`config.mk`:
```
export PLATFORM = sky130hd
export DESIGN_NAME = calib_sequencer
export DESIGN_NICKNAME = d
export VERILOG_FILES = /design/src/rtl/calseq_pkg.sv /design/src/rtl/calseq_ctrl.sv /design/src/rtl/calseq_dpath.sv /design/src/rtl/calib_sequencer.sv
export SDC_FILE = /design/constraint.sdc
export NUM_CORES = 1
export LEC_CHECK = 0
export BUFFER_PORTS_ARGS = -buffer_cell sky130_fd_sc_hd__buf_4
export CAP_MARGIN = 20
export CORE_MARGIN = 2
export CORE_UTILIZATION = 40
export CTS_CLUSTER_DIAMETER = 100
export DETAILED_ROUTE_END_ITERATION = 6
export MAX_ROUTING_LAYER = met4
export PLACE_DENSITY = 0.71
export SYNTH_ARGS = -nofsm -noshare
export SYNTH_HDL_FRONTEND = slang
export SYNTH_SLANG_ARGS = --single-unit
```
`constraint.sdc`:
```
create_clock -name clk -period 2.6 [get_ports clk]
set_clock_uncertainty 0.2 [all_clocks]
set_input_delay 0.78 -clock clk [delete_from_list [all_inputs] [get_ports clk]]
set_output_delay 0.78 -clock clk [all_outputs]
set_load 0.1 [all_outputs]
```
`src/rtl/calseq_pkg.sv`:
```
package calseq_pkg;

  typedef enum logic [2:0] {
    PH_IDLE   = 3'd0,
    PH_SAMPLE = 3'd1,
    PH_GAP_A  = 3'd2,
    PH_XFER   = 3'd3,
    PH_GAP_B  = 3'd4
  } seqPhase_t;

  typedef struct packed {
    logic sampleOn;
    logic xferOn;
    logic advance;
  } seqStrobes_t;

endpackage

```
`src/rtl/calseq_ctrl.sv`:
```
module calseq_ctrl
  import calseq_pkg::*;
#(
  parameter int SAMPLE_LEN = 4,
  parameter int XFER_LEN   = 3
) (
  input  logic        clk,
  input  logic        rstN,
  input  logic        enable,
  input  logic        trimTick,
  output seqStrobes_t stb
);

  localparam int MAX_LEN = (SAMPLE_LEN > XFER_LEN) ? SAMPLE_LEN : XFER_LEN;
  localparam int CW      = (MAX_LEN > 1) ? $clog2(MAX_LEN) : 1;
  localparam logic [CW-1:0] SAMPLE_LAST = CW'(SAMPLE_LEN - 1);
  localparam logic [CW-1:0] XFER_LAST   = CW'(XFER_LEN - 1);

  seqPhase_t       phase;
  logic [CW-1:0]   phaseCnt;

  always_ff @(posedge clk) begin
    if (!rstN || !enable) begin
      phase    <= PH_IDLE;
      phaseCnt <= '0;
    end else begin
      unique case (phase)
        PH_IDLE: begin
          phaseCnt <= '0;
          if (trimTick) phase <= PH_SAMPLE;
        end
        PH_SAMPLE: begin
          if (phaseCnt == SAMPLE_LAST) begin
            phase    <= PH_GAP_A;
            phaseCnt <= '0;
          end else begin
            phaseCnt <= phaseCnt + 1'b1;
          end
        end
        PH_GAP_A: phase <= PH_XFER;
        PH_XFER: begin
          if (phaseCnt == XFER_LAST) begin
            phase    <= PH_GAP_B;
            phaseCnt <= '0;
          end else begin
            phaseCnt <= phaseCnt + 1'b1;
          end
        end
        PH_GAP_B: phase <= PH_IDLE;
        default:  phase <= PH_IDLE;
      endcase
    end
  end

  always_comb begin
    stb.sampleOn = enable && (phase == PH_SAMPLE);
    stb.xferOn   = enable && (phase == PH_XFER);
    stb.advance  = enable && (phase == PH_GAP_B);
  end

endmodule

```
`src/rtl/calseq_dpath.sv`:
```
module calseq_dpath
  import calseq_pkg::*;
#(
  parameter int CELLS = 32,
  localparam int IW   = $clog2(CELLS)
) (
  input  logic             clk,
  input  logic             rstN,
  input  logic             enable,
  input  seqStrobes_t      stb,
  output logic [CELLS-1:0] cellSel,
  output logic             sampleStb,
  output logic             xferStb,
  output logic [IW-1:0]    activeIdx
);

  localparam logic [IW-1:0] LAST_IDX = IW'(CELLS - 1);

  logic [IW-1:0] idxQ;

  always_ff @(posedge clk) begin
    if (!rstN) begin
      idxQ <= '0;
    end else if (stb.advance) begin
      idxQ <= (idxQ == LAST_IDX) ? '0 : idxQ + 1'b1;
    end
  end

  for (genvar g = 0; g < CELLS; g++) begin : g_sel
    assign cellSel[g] = enable && (idxQ == IW'(g));
  end

  assign sampleStb = stb.sampleOn;
  assign xferStb   = stb.xferOn;
  assign activeIdx = idxQ;

endmodule

```
`src/rtl/calib_sequencer.sv`:
```
module calib_sequencer
  import calseq_pkg::*;
#(
  parameter int CELLS      = 32,
  parameter int SAMPLE_LEN = 4,
  parameter int XFER_LEN   = 3,
  localparam int IW        = $clog2(CELLS)
) (
  input  logic             clk,
  input  logic             rstN,
  input  logic             enable,
  input  logic             trimTick,
  output logic [CELLS-1:0] cellSel,
  output logic             sampleStb,
  output logic             xferStb,
  output logic [IW-1:0]    activeIdx
);

  seqStrobes_t stb;

  calseq_ctrl #(
    .SAMPLE_LEN(SAMPLE_LEN),
    .XFER_LEN  (XFER_LEN)
  ) i_ctrl (
    .clk     (clk),
    .rstN    (rstN),
    .enable  (enable),
    .trimTick(trimTick),
    .stb     (stb)
  );

  calseq_dpath #(
    .CELLS(CELLS)
  ) i_dpath (
    .clk      (clk),
    .rstN     (rstN),
    .enable   (enable),
    .stb      (stb),
    .cellSel  (cellSel),
    .sampleStb(sampleStb),
    .xferStb  (xferStb),
    .activeIdx(activeIdx)
  );

endmodule

```
Yosys cells after proc, flatten, opt, wreduce, memory -nomap -nowiden
Cells that the tools add are included.

storage, ports and cells
  logic and storage cells = 95
  bits of input ports = 4
  output and inout port bits = 39
  register bits = 10

cells by class
  multiplexer cells = 8
  add/sub/neg operators = 2
  equality and inequality tests = 40
  reductions and logical operators = 42

operators by type and width
  cell                   count
  $eq A5 B5 Y1 const B   16
  $eq A5 B4 Y1 const B   8
  $logic_and A1 B1 Y1    35
  $eq A5 B3 Y1 const B   4
  $pmux W3 S4            1
  $eq A5 B2 Y1 const B   2
  $mux W3                3
  $eq A3 B2 Y1 const B   2
  $pmux W2 S3            1
  $add A5 B1 Y5 const B  1
  $eq A5 B1 Y1 const B   1
  $logic_not A5 Y1       1
  $mux W5                1
  $eq A2 B2 Y1 const B   2
  $mux W2                2
  $ne A2 B1 Y1 const B   2
  $eq A3 B1 Y1 const B   1
  $eq A3 B3 Y1 const B   1
  $logic_not A3 Y1       1
  $reduce_and A3 Y1      1
  $reduce_bool A3 Y1     1
  $add A2 B1 Y2 const B  1
  $logic_not A1 Y1       2
  $ne A2 B2 Y1 const B   1
  $logic_or A1 B1 Y1     1

Longest topological paths before layout
Gate-level depths: netlist (run 1).

  depth after elaboration = 3
  gate-level depth with buffers = 6
  depth with buffers taken out = 6

Hierarchy
A second synthesis (run 1) with hierarchy kept.

unflattened totals
  cell total of the unflattened synthesis = 129
  area total of the unflattened synthesis = 919.6 µm²

modules (own cells, without submodules)
  module        seq. area each (µm²)  cells an instance  area each (µm²)  times used
  calseq_dpath  100.1                 89                 570.5            1
  calseq_ctrl   100.1                 40                 349.1            1

Least setup slack after synthesis (run 1)
OpenSTA, ideal clock, no wires.

  path type = reg-to-output
  start point = register i_dpath.idxQ[0], in the netlist i_dpath.activeIdx[0]
  end point = output port cellSel[19]
  arrival time = 2,828 ps
  setup slack = -1,208 ps
  required time = 1,620 ps
  stages on the path, launching flop included = 4
  buffers on the path = 0
  path through = dfxtp_1 ha_1 nand3_1 nor2_1

between the ends
  longest elaborated chain between the ends = 2

RTL lines
  item                      line                   RTL
  start: declaration        calseq_dpath.sv:19     logic [IW-1:0] idxQ;
  start signal: assignment  calseq_dpath.sv:25     idxQ <= (idxQ == LAST_IDX) ? '0 : idxQ + 1'b1;
  $eq A5 B5 Y1              calseq_dpath.sv:30     assign cellSel[g] = enable && (idxQ == IW'(g));
  $logic_and A1 B1 Y1       calseq_dpath.sv:30
  end: declaration          calib_sequencer.sv:13  output logic [CELLS-1:0] cellSel,

No other way between the ends.

Final worst setup path (run 1)
  start point = input port enable
  end point = output port cellSel[2]

between the ends
  longest elaborated chain between the ends = 1

RTL lines
  item                 line                   RTL
  start: declaration   calib_sequencer.sv:11  input logic enable,
  $logic_and A1 B1 Y1  calseq_dpath.sv:30

No other way between the ends.

==> impl_metrics.ini, run 1 <==
[setup_path]
cp.depth = 5
path_buf_inv = 2
arrival_ns = 1.59
required_ns = 1.62
reg2reg_from = i_dpath.activeIdx[0]
startpoint_type = input pin
worstSetupStartpoint = enable
path_class = in -> out
critPathMaxFanout = 4
r2r_slack_ns = 0.68
critPathMaxStageDelay_ns = 0.23
slowest_stage = buf_6
crit_path_end = cellSel[2]
r2r-end = i_dpath.activeIdx[3]
rr_worst_depth = 5
crit_chain = buf_4 -> nor2b_4 -> nand2_2 -> nor2_4 -> buf_6
worst_setup_path_end_kind = output pin
crit_family = simple AND/OR/NAND/NOR gates

[sta]
fin_ws_ns = 0.0273
setup_tns_ns = 0
post-route-period-util = 0.989
whs_ns = 0.337
rsz0062_at_grt = true
finalSetupViolCount = 0
max_slew_margin = 0.717
fmax_mhz = 389
hold_viol = 0
worst-slew-pin-transition_ns = 0.424
maxSlewViolCount = 0
layout_min_cycle_time_ns = 2.57

[min_path]
hp-start = i_dpath.activeIdx[1]
hp-class = reg -> reg

[place]
pre_cts_slack_ns = -0.115
numPortBuffers = 42
place_inst = 197
hpwl_um = 2040
placed_area_mm2 = 0.00156
gp_congestion = 0.827

[pwr]
p_sw_w = 0.0000820
power_density_mw_per_mm2 = 177
combPwrFrac = 0.143
internal_power_w = 0.000227
power.leakage_nw = 0.634
clkPwrFrac = 0.369
switching_share = 0.265
max-vdd-ir-drop_uv = 260
pwr-share-seq = 0.488

[layout]
fin_nets = 189
diodes = 0
multiInputGateArea_um2 = 942
final_cells = 201
fill_cells = 131
stdcell_area_mm2 = 0.00175
layout-drive-gt1-share = 0.630
ff_latch_area_um2 = 216
syn_to_final_growth_pct = 93.6

[flow_run]
maxCapViolations = 0

[clock_network]
insertion_delay_ns = 0.26
post_cts_buffers = 0
cts_tree = built
clkTransAtPathRegs_ns = 0.07
cts_max_level = 1
cts_sinks = 10
cts-hold-fix-buffers = 0
clockBufferDepth = 2
cts_buffers = 3
cts_root_buffer = clkbuf_4

[synth]
yosysMostFrequentCell = nor2_1
synthTopCellsByArea = dfxtp_1 (22%), ha_1 (15%), nor2_1 (14%)
synth_area_per_cell_um2 = 7.10
synth_common_cells = nor2_1 (33), ha_1 (11), nand2_1 (11), dfxtp_1 (10), nand3_1 (9)
async_flop_share = 0
netlist-cell-type-count = 31
ys_warn_count = 0
yosys_register_bits = 10
synth_top_area_frac = 0.222
syn-cell-area_um2 = 902
yosysSeqAreaShare = 0.222
ys.flop_type = dfxtp_1
synth_cells = 127
synth_top_area_cell = dfxtp_1
synth_edf_count = 0
synth_fp_nets = 142

[drt]
ant_nets = 0
drc = 0
first_pass_iters = 4
drtIter0Drc = 25
vias_per_cell = 5.11
vias = 1028
routed_wl_um = 2660
wl_per_cell_um = 13.2

[grt]
gr-total-overflow = 0
grt_pass1_vias = 940
grt_busiest_layer = met2
track_usage = 0.209
grt_use_met1 = 0.246
use_met3 = 0.0259
grt_use_met2 = 0.365
antenna_found_initial = 0
grt_max_degree = 13
grt_pass1_wl_um = 4220

[die]
row_count = 17
die_w_um = 51.5
initial_core_util = 0.416
die-area_mm2 = 0.00265
core_area_mm2 = 0.00217
io_pins = 43
die_h_um = 51.5

[status]
outcome = completed
## how the worst min path moves through the flow
stage,slack (ns),depth (start not counted),to
finish,0.34,2,i_dpath.activeIdx[1]
global route,0.36,2,i_dpath.activeIdx[1]
CTS,0.33,2,i_dpath.activeIdx[1]
detailed placement,0.32,2,i_dpath.activeIdx[1]
global placement,0.31,2,i_dpath.activeIdx[1]
floorplan,0.32,2,i_ctrl.phaseCnt[1]
## power by group through the flow
stage | Combinational, W | Sequential (W) | Clock, W
detailed placement | 0.0000396 | 0.000154 | 0
global placement | 0.0000395 | 0.000154 | 0
global route | 0.0000474 | 0.000151 | 0.000126
finish | 0.0000443 | 0.000151 | 0.000114
CTS | 0.0000404 | 0.000151 | 0.000117
floorplan | 0.0000274 | 0.000154 | 0
## what timing repair did
action	in CTS	in global routing
gates resized for setup	26	15
cloned	0	0
setup endpoints to repair	21	22
## cells by family after synthesis
| group | count (synthesis) | share of synthesized area |
|---|---|---|
| and+or+nand+nor | 78 | 0.449 |
| AOI/OAI and AO/OA | 15 | 0.105 |
| buffers and inverters | 13 | 0.0707 |
| adders and majority gates | 11 | 0.153 |
| DFF | 10 | 0.222 |
## cells in the final DEF (no fill, tap or decap), types with 3 or more instances in the layout
cell,instances
dfxtp_1,5
buf_4,26
dfxtp_4,4
inv_1,5
a21oi_1,3
nand2_2,4
nand3_2,5
nand3_1,3
nand2_1,7
clkbuf_4,3
buf_12,4
ha_1,9
nor2_4,30
buf_6,18
nor2_1,3
o21ai_0,3
## through the flow
step	util	total power, W
floorplan	-	0.000182
global placement	0.720	0.000194
detailed placement	0.720	0.000194
CTS	0.777	0.000308
global route	0.805	0.000324
finish	0.805	0.000309
## worst min-delay path, delay by kind of cell (launching register included)
family           cells  cell delay (ns)
flip-flops           1             0.38
AO/OA/AOI/OAI        1             0.07
AND/OR/NAND/NOR      1             0.06
## layer usage
| metal | wire length, µm | vias to the layer above | part of all wire |
|---|---|---|---|
| li1 | - | 516 | - |
| met1 | 1080 | 469 | 0.41 |
| met2 | 1400 | 39 | 0.52 |
| met3 | 148 | 4 | 0.056 |
| met4 | 34 | 0 | 0.013 |
| met5 | 0 | - | 0 |
## flip-flops by register name (all words and copies together), names as in the netlist
register           cells
i_dpath.activeIdx      5
i_ctrl.phase           3
i_ctrl.phaseCnt        2
## layout make-up
cell class | instances | share of cell area
Multi-Input combinational cell | 104 | 0.539
Timing Repair Buffer | 50 | 0.291
Sequential cell | 10 | 0.124
Tap cell | 28 | 0.0201
Clock buffer | 4 | 0.0150
Inverter | 5 | 0.0107
No activity file was read; power rests on OpenSTA's default activity.
==> run 2: changes to the inputs <==
--- a/config.mk
+++ b/config.mk
@@ -5,14 +5,14 @@
 export SDC_FILE = /design/constraint.sdc
 export NUM_CORES = 1
 export LEC_CHECK = 0
-export BUFFER_PORTS_ARGS = -buffer_cell sky130_fd_sc_hd__buf_4
+export ABC_CLOCK_PERIOD_IN_PS = 2600
 export CAP_MARGIN = 20
 export CORE_MARGIN = 2
-export CORE_UTILIZATION = 40
+export CORE_UTILIZATION = 50
 export CTS_CLUSTER_DIAMETER = 100
 export DETAILED_ROUTE_END_ITERATION = 6
+export DONT_BUFFER_PORTS = 1
 export MAX_ROUTING_LAYER = met4
-export PLACE_DENSITY = 0.71
 export SYNTH_ARGS = -nofsm -noshare
 export SYNTH_HDL_FRONTEND = slang
 export SYNTH_SLANG_ARGS = --single-unit
==> run 2 against run 1 <==
The flow now stops in detailed placement. Synthesized area unchanged. Synthesized cell count is the same.
==> impl_metrics.ini, run 2 <==
[synth]
synth_fp_nets = 142
netlist-cell-type-count = 31
async_flop_share = 0
synth_edf_count = 0
synth_top_area_cell = dfxtp_1
yosysSeqAreaShare = 0.222
yosys_register_bits = 10
synth_common_cells = nor2_1 (33), ha_1 (11), nand2_1 (11), dfxtp_1 (10), nand3_1 (9)
synth_cells = 127
ys_warn_count = 0
synth_area_per_cell_um2 = 7.10
synth_top_area_frac = 0.222
synthTopCellsByArea = dfxtp_1 (22%), ha_1 (15%), nor2_1 (14%)
syn-cell-area_um2 = 902
ys.flop_type = dfxtp_1
yosysMostFrequentCell = nor2_1

[status]
haltStage = detailed placement
outcome = aborted with a tool error
toolErrorMsg = [ERROR DPL-0038] Utilization greater than 100%, impossible to legalize

[die]
row_count = 15
die_w_um = 46.5
initial_core_util = 0.528
io_pins = 43
die_h_um = 46.5

[place]
gp_congestion = 0.820
numPortBuffers = 0
-- run 2: cell counts after synthesis --
Identical to the previous run, type by type.
-- run 2: cells by family after synthesis --
group	count (synthesis)	share of synthesized area
flops	10	0.222
fa+ha+maj	11	0.153
buf+inv	13	0.0707
compound gates	15	0.105
simple gates	78	0.449
-- run 2: metrics by stage --
step              cells  hold slack [ns]  instance area, µm²
global placement    182            0.316                1870
floorplan           127            0.323                1210
==> run 3: changes to the inputs <==
--- a/config.mk
+++ b/config.mk
@@ -7,12 +7,11 @@
 export LEC_CHECK = 0
 export ABC_CLOCK_PERIOD_IN_PS = 2600
 export CAP_MARGIN = 20
-export CORE_MARGIN = 2
-export CORE_UTILIZATION = 50
-export CTS_CLUSTER_DIAMETER = 100
+export CORE_AREA = 2 2 63 65
 export DETAILED_ROUTE_END_ITERATION = 6
+export DIE_AREA = 0 0 65 67
 export DONT_BUFFER_PORTS = 1
-export MAX_ROUTING_LAYER = met4
+export PLACE_DENSITY_LB_ADDON = 0.15
 export SYNTH_ARGS = -nofsm -noshare
 export SYNTH_HDL_FRONTEND = slang
 export SYNTH_SLANG_ARGS = --single-unit
==> run 3 against run 2 <==
The flow now finishes without violations.
==> impl_metrics.ini, run 3 (synthesis results as in run 1) <==
[sta]
max_slew_margin = 0.710
hold_viol = 0
worst-slew-pin-transition_ns = 0.434
rsz0062_at_grt = false
finalSetupViolCount = 0
layout_min_cycle_time_ns = 2.55
maxSlewViolCount = 0
whs_ns = 0.372
post-route-period-util = 0.982
fmax_mhz = 392

[place]
numPortBuffers = 0
placed_area_mm2 = 0.00191
hpwl_um = 2330
gp_congestion = 0.745
place_inst = 207

[drt]
drc = 0
drtIter0Drc = 17
wl_per_cell_um = 12.6
ant_nets = 0
vias = 982
routed_wl_um = 2660
first_pass_iters = 2
vias_per_cell = 4.65

[setup_path]
critPathMaxFanout = 5
reg2reg_from = i_dpath.activeIdx[0]
r2r_slack_ns = 0.72
required_ns = 1.62
arrival_ns = 1.57
worst_setup_path_end_kind = output pin
slowest_stage = dfxtp_4
path_buf_inv = 0
critPathMaxStageDelay_ns = 0.36
crit_chain = ha_2 -> and3_1 -> ha_2 -> and2_4
cp_common_cell = ha_2
worstSetupStartpoint = i_dpath.activeIdx[0]
crit_family = simple AND/OR/NAND/NOR gates
path_class = reg -> out
startpoint_type = flip-flop

[layout]
stdcell_area_mm2 = 0.00196
layout-drive-gt1-share = 0.583
final_cells = 211
final_util = 0.543
largest_register_ffs = 5
layout.cells.most_common = buf_12
syn_to_final_growth_pct = 117
diodes = 0
fin_nets = 179
final_cell_mix = buf_12 (32), nor2_4 (30), nand2_1 (10), ha_1 (9), buf_4 (8)

[die]
io_pins = 43
initial_core_util = 0.250
die-area_mm2 = 0.00436
die_w_um = 65
core_area_mm2 = 0.00361
row_count = 22
die_h_um = 67

[pwr]
power.leakage_nw = 0.644
power_density_mw_per_mm2 = 177
power_w = 0.000347
max-vdd-ir-drop_uv = 264

[grt]
grt_max_degree = 16
grt_pass1_vias = 967
grt_pass1_wl_um = 4310
gr-total-overflow = 0
track_usage = 0.126
antenna_found_initial = 0

[min_path]
hp-class = reg -> reg
hp-start = i_ctrl.phaseCnt[1]

[flow_run]
maxCapViolations = 0

[clock_network]
cts_buffers = 3
post_cts_buffers = 0
clockBufferDepth = 2
ctsResizeCount = 0
cts_max_level = 1
cts_sinks = 10
cts_tree = built
clkTransAtPathRegs_ns = 0.05
insertion_delay_ns = 0.23
cts_root_buffer = clkbuf_8
cts-hold-fix-buffers = 0

[status]
outcome = completed
[run 3: worst reg2reg max path, delay by kind of cell, from the launching register on]
| kind | cells | cell delay, ns |
|---|---|---|
| and+or+nand+nor | 2 | 0.73 |
| DFF | 1 | 0.35 |
| AOI/OAI and AO/OA | 1 | 0.14 |
| adders and majority gates | 2 | 0.39 |
[run 3: final cells by class]
| class | count | area, µm² |
|---|---|---|
| Fill cell | 303 | 1650 |
| Sequential cell | 10 | 216 |
| Clock inverter | 1 | 3.75 |
| Inverter | 5 | 18.8 |
| Tap cell | 48 | 60.1 |
| Timing Repair Buffer | 40 | 701 |
| Multi-Input combinational cell | 104 | 918 |
| Clock buffer | 3 | 41.3 |
[run 3: where the power goes]
part	switching [W]	leakage, nW	total [W]	internal, W
Sequential	0.00000229	0.0845	0.000153	0.000151
Clock	0.0000610	0.0231	0.000164	0.000103
Combinational	0.0000179	0.536	0.0000302	0.0000123
[run 3: path summary, 6_finish.rpt]
kind / cells after the start / end
worst min register to register: 2 / i_ctrl.phaseCnt[1]
worst max register to register: 5 / i_dpath.activeIdx[3]
worst min-delay path: 2 / i_ctrl.phaseCnt[1]
worst max-delay path: 4 / cellSel[31]
[run 3: stage by stage]
step                      setup WS (ns)  TNS (ns)
final                            0.0478         0
after global routing           0.000618         0
after CTS                       0.00145         0
after detailed placement         0.0575         0
after global placement           0.0668         0
after floorplan                 -0.0707    -0.861
[run 3: layer usage]
layer	part of all wire	wire, µm	GRT usage
met1	0.39	1030	0.130
met5	0	0	0
met2	0.56	1490	0.246
met3	0.046	122	0.0220
met4	0.0053	14	0.0559
==> run 4: changes to the inputs <==
--- a/config.mk
+++ b/config.mk
@@ -11,6 +11,7 @@
 export DETAILED_ROUTE_END_ITERATION = 6
 export DIE_AREA = 0 0 65 67
 export DONT_BUFFER_PORTS = 1
+export MAX_ROUTING_LAYER = met4
 export PLACE_DENSITY_LB_ADDON = 0.15
 export SYNTH_ARGS = -nofsm -noshare
 export SYNTH_HDL_FRONTEND = slang
==> run 4 against run 3 <==
Non-clock buffer count is the same. Clock-buffer cell count unchanged. Register-to-register slack about the same. Critical path depth unchanged. Core utilization did not move. Design area did not move. Maximum frequency about the same. Via count up 1.5%. Hold slack lost 0.0033 ns. Clock power about the same. Largest cell class unchanged. Cell count unchanged. Setup slack is essentially flat. Largest power group unchanged.
==> impl_metrics.ini, run 4 (synthesis results as in run 1) <==
[setup_path]
arrival_ns = 1.57
crit_chain = ha_2 -> and3_1 -> ha_2 -> and2_4
worst_setup_path_end_kind = output pin
startpoint_type = flip-flop
path_buf_inv = 0
required_ns = 1.62
crit_family = simple AND/OR/NAND/NOR gates
cp_common_cell = ha_2
critPathMaxStageDelay_ns = 0.36
slowest_stage = dfxtp_4
critPathMaxFanout = 5
path_class = reg -> out

[drt]
drtIter0Drc = 21
wl_per_cell_um = 12.5
first_pass_iters = 4
ant_nets = 0
vias = 997
drc = 0
routed_wl_um = 2650
vias_per_cell = 4.73

[sta]
rsz0062_at_grt = false
maxSlewViolCount = 0
post-route-period-util = 0.981
fmax_mhz = 392
worst-slew-pin-transition_ns = 0.437
hold_viol = 0
layout_min_cycle_time_ns = 2.55
fin_ws_ns = 0.0481
max_slew_margin = 0.709
finalSetupViolCount = 0
whs_ns = 0.369
setup_tns_ns = 0

[die]
initial_core_util = 0.250
die_h_um = 67
die_w_um = 65
row_count = 22
io_pins = 43
die-area_mm2 = 0.00436
core_area_mm2 = 0.00361

[clock_network]
cts-hold-fix-buffers = 0
clkTransAtPathRegs_ns = 0.05
clockBufferDepth = 2
cts_tree = built
post_cts_buffers = 0
cts_max_level = 1
cts_root_buffer = clkbuf_8
insertion_delay_ns = 0.23
ctsResizeCount = 0
cts_sinks = 10
cts_buffers = 3

[grt]
track_usage = 0.129
grt_use_met2 = 0.245
grt_max_degree = 16
grt_busiest_layer = met2
grt_pass1_wl_um = 4310
antenna_found_initial = 0
grt_use_met1 = 0.131
grt_pass1_vias = 968
gr-total-overflow = 0
use_met3 = 0.0220

[flow_run]
maxCapViolations = 0

[status]
outcome = completed

[pwr]
max-vdd-ir-drop_uv = 265
power.leakage_nw = 0.644
power_density_mw_per_mm2 = 177
power_w = 0.000347

[layout]
diodes = 0
final_util = 0.543
largest_register_ffs = 5
fin_nets = 179
layout-drive-gt1-share = 0.583
syn_to_final_growth_pct = 117
final_cell_mix = buf_12 (32), nor2_4 (30), nand2_1 (10), ha_1 (9), buf_4 (8)
layout.cells.most_common = buf_12

[place]
numPortBuffers = 0
hpwl_um = 2330
pre_cts_slack_ns = 0.0575
gp_congestion = 0.754

[min_path]
hp-class = reg -> reg
-- run 4: cell counts in the layout (fill, tap and decap cells not counted) --
Identical to the previous run, type by type.
-- run 4: metrics by stage --
| step | cells | area, µm² |
|---|---|---|
| finish | 211 | 1960 |
| floorplan | 127 | 1210 |
| global route | 211 | 1960 |
| CTS | 211 | 1960 |
| global placement | 207 | 1910 |
| detailed placement | 207 | 1910 |
-- run 4: cell type report --
type                            count  area (µm²)
Inverter                            5        18.8
Clock inverter                      1        3.75
Fill cell                         303        1650
Timing Repair Buffer               40         701
Tap cell                           48        60.1
Sequential cell                    10         216
Clock buffer                        3        41.3
Multi-Input combinational cell    104         918
-- run 4: worst reg2reg max path, stage by stage, from the launching register on --
cell and delay, ns:
dfxtp_4 0.35, ha_2 0.18, and3_1 0.22, ha_2 0.21
or4_1 0.51, a21boi_1 0.14
-- run 4: power breakdown --
part | internal [W] | total, W | leakage (nW) | switching [W]
Combinational | 0.0000123 | 0.0000302 | 0.536 | 0.0000179
Sequential | 0.000151 | 0.000153 | 0.0845 | 0.00000232
Clock | 0.000103 | 0.000164 | 0.0231 | 0.0000605
-- run 4: routing by layer --
metal	vias to the layer above	part of all wire
li1	497	-
met3	2	0.049
met5	-	0
met2	26	0.57
met4	0	0.0053
met1	472	0.38
-- run 4: path summary, 6_finish.rpt --
kind / end / slack, ns / depth (start not counted) / startpoint
max: cellSel[31] / 0.05 / 4 / i_dpath.activeIdx[0]
min: i_ctrl.phaseCnt[1] / 0.37 / 2 / i_ctrl.phaseCnt[1]
max reg2reg: i_dpath.activeIdx[3] / 0.72 / 5 / i_dpath.activeIdx[0]
min reg2reg: i_ctrl.phaseCnt[1] / 0.37 / 2 / i_ctrl.phaseCnt[1]
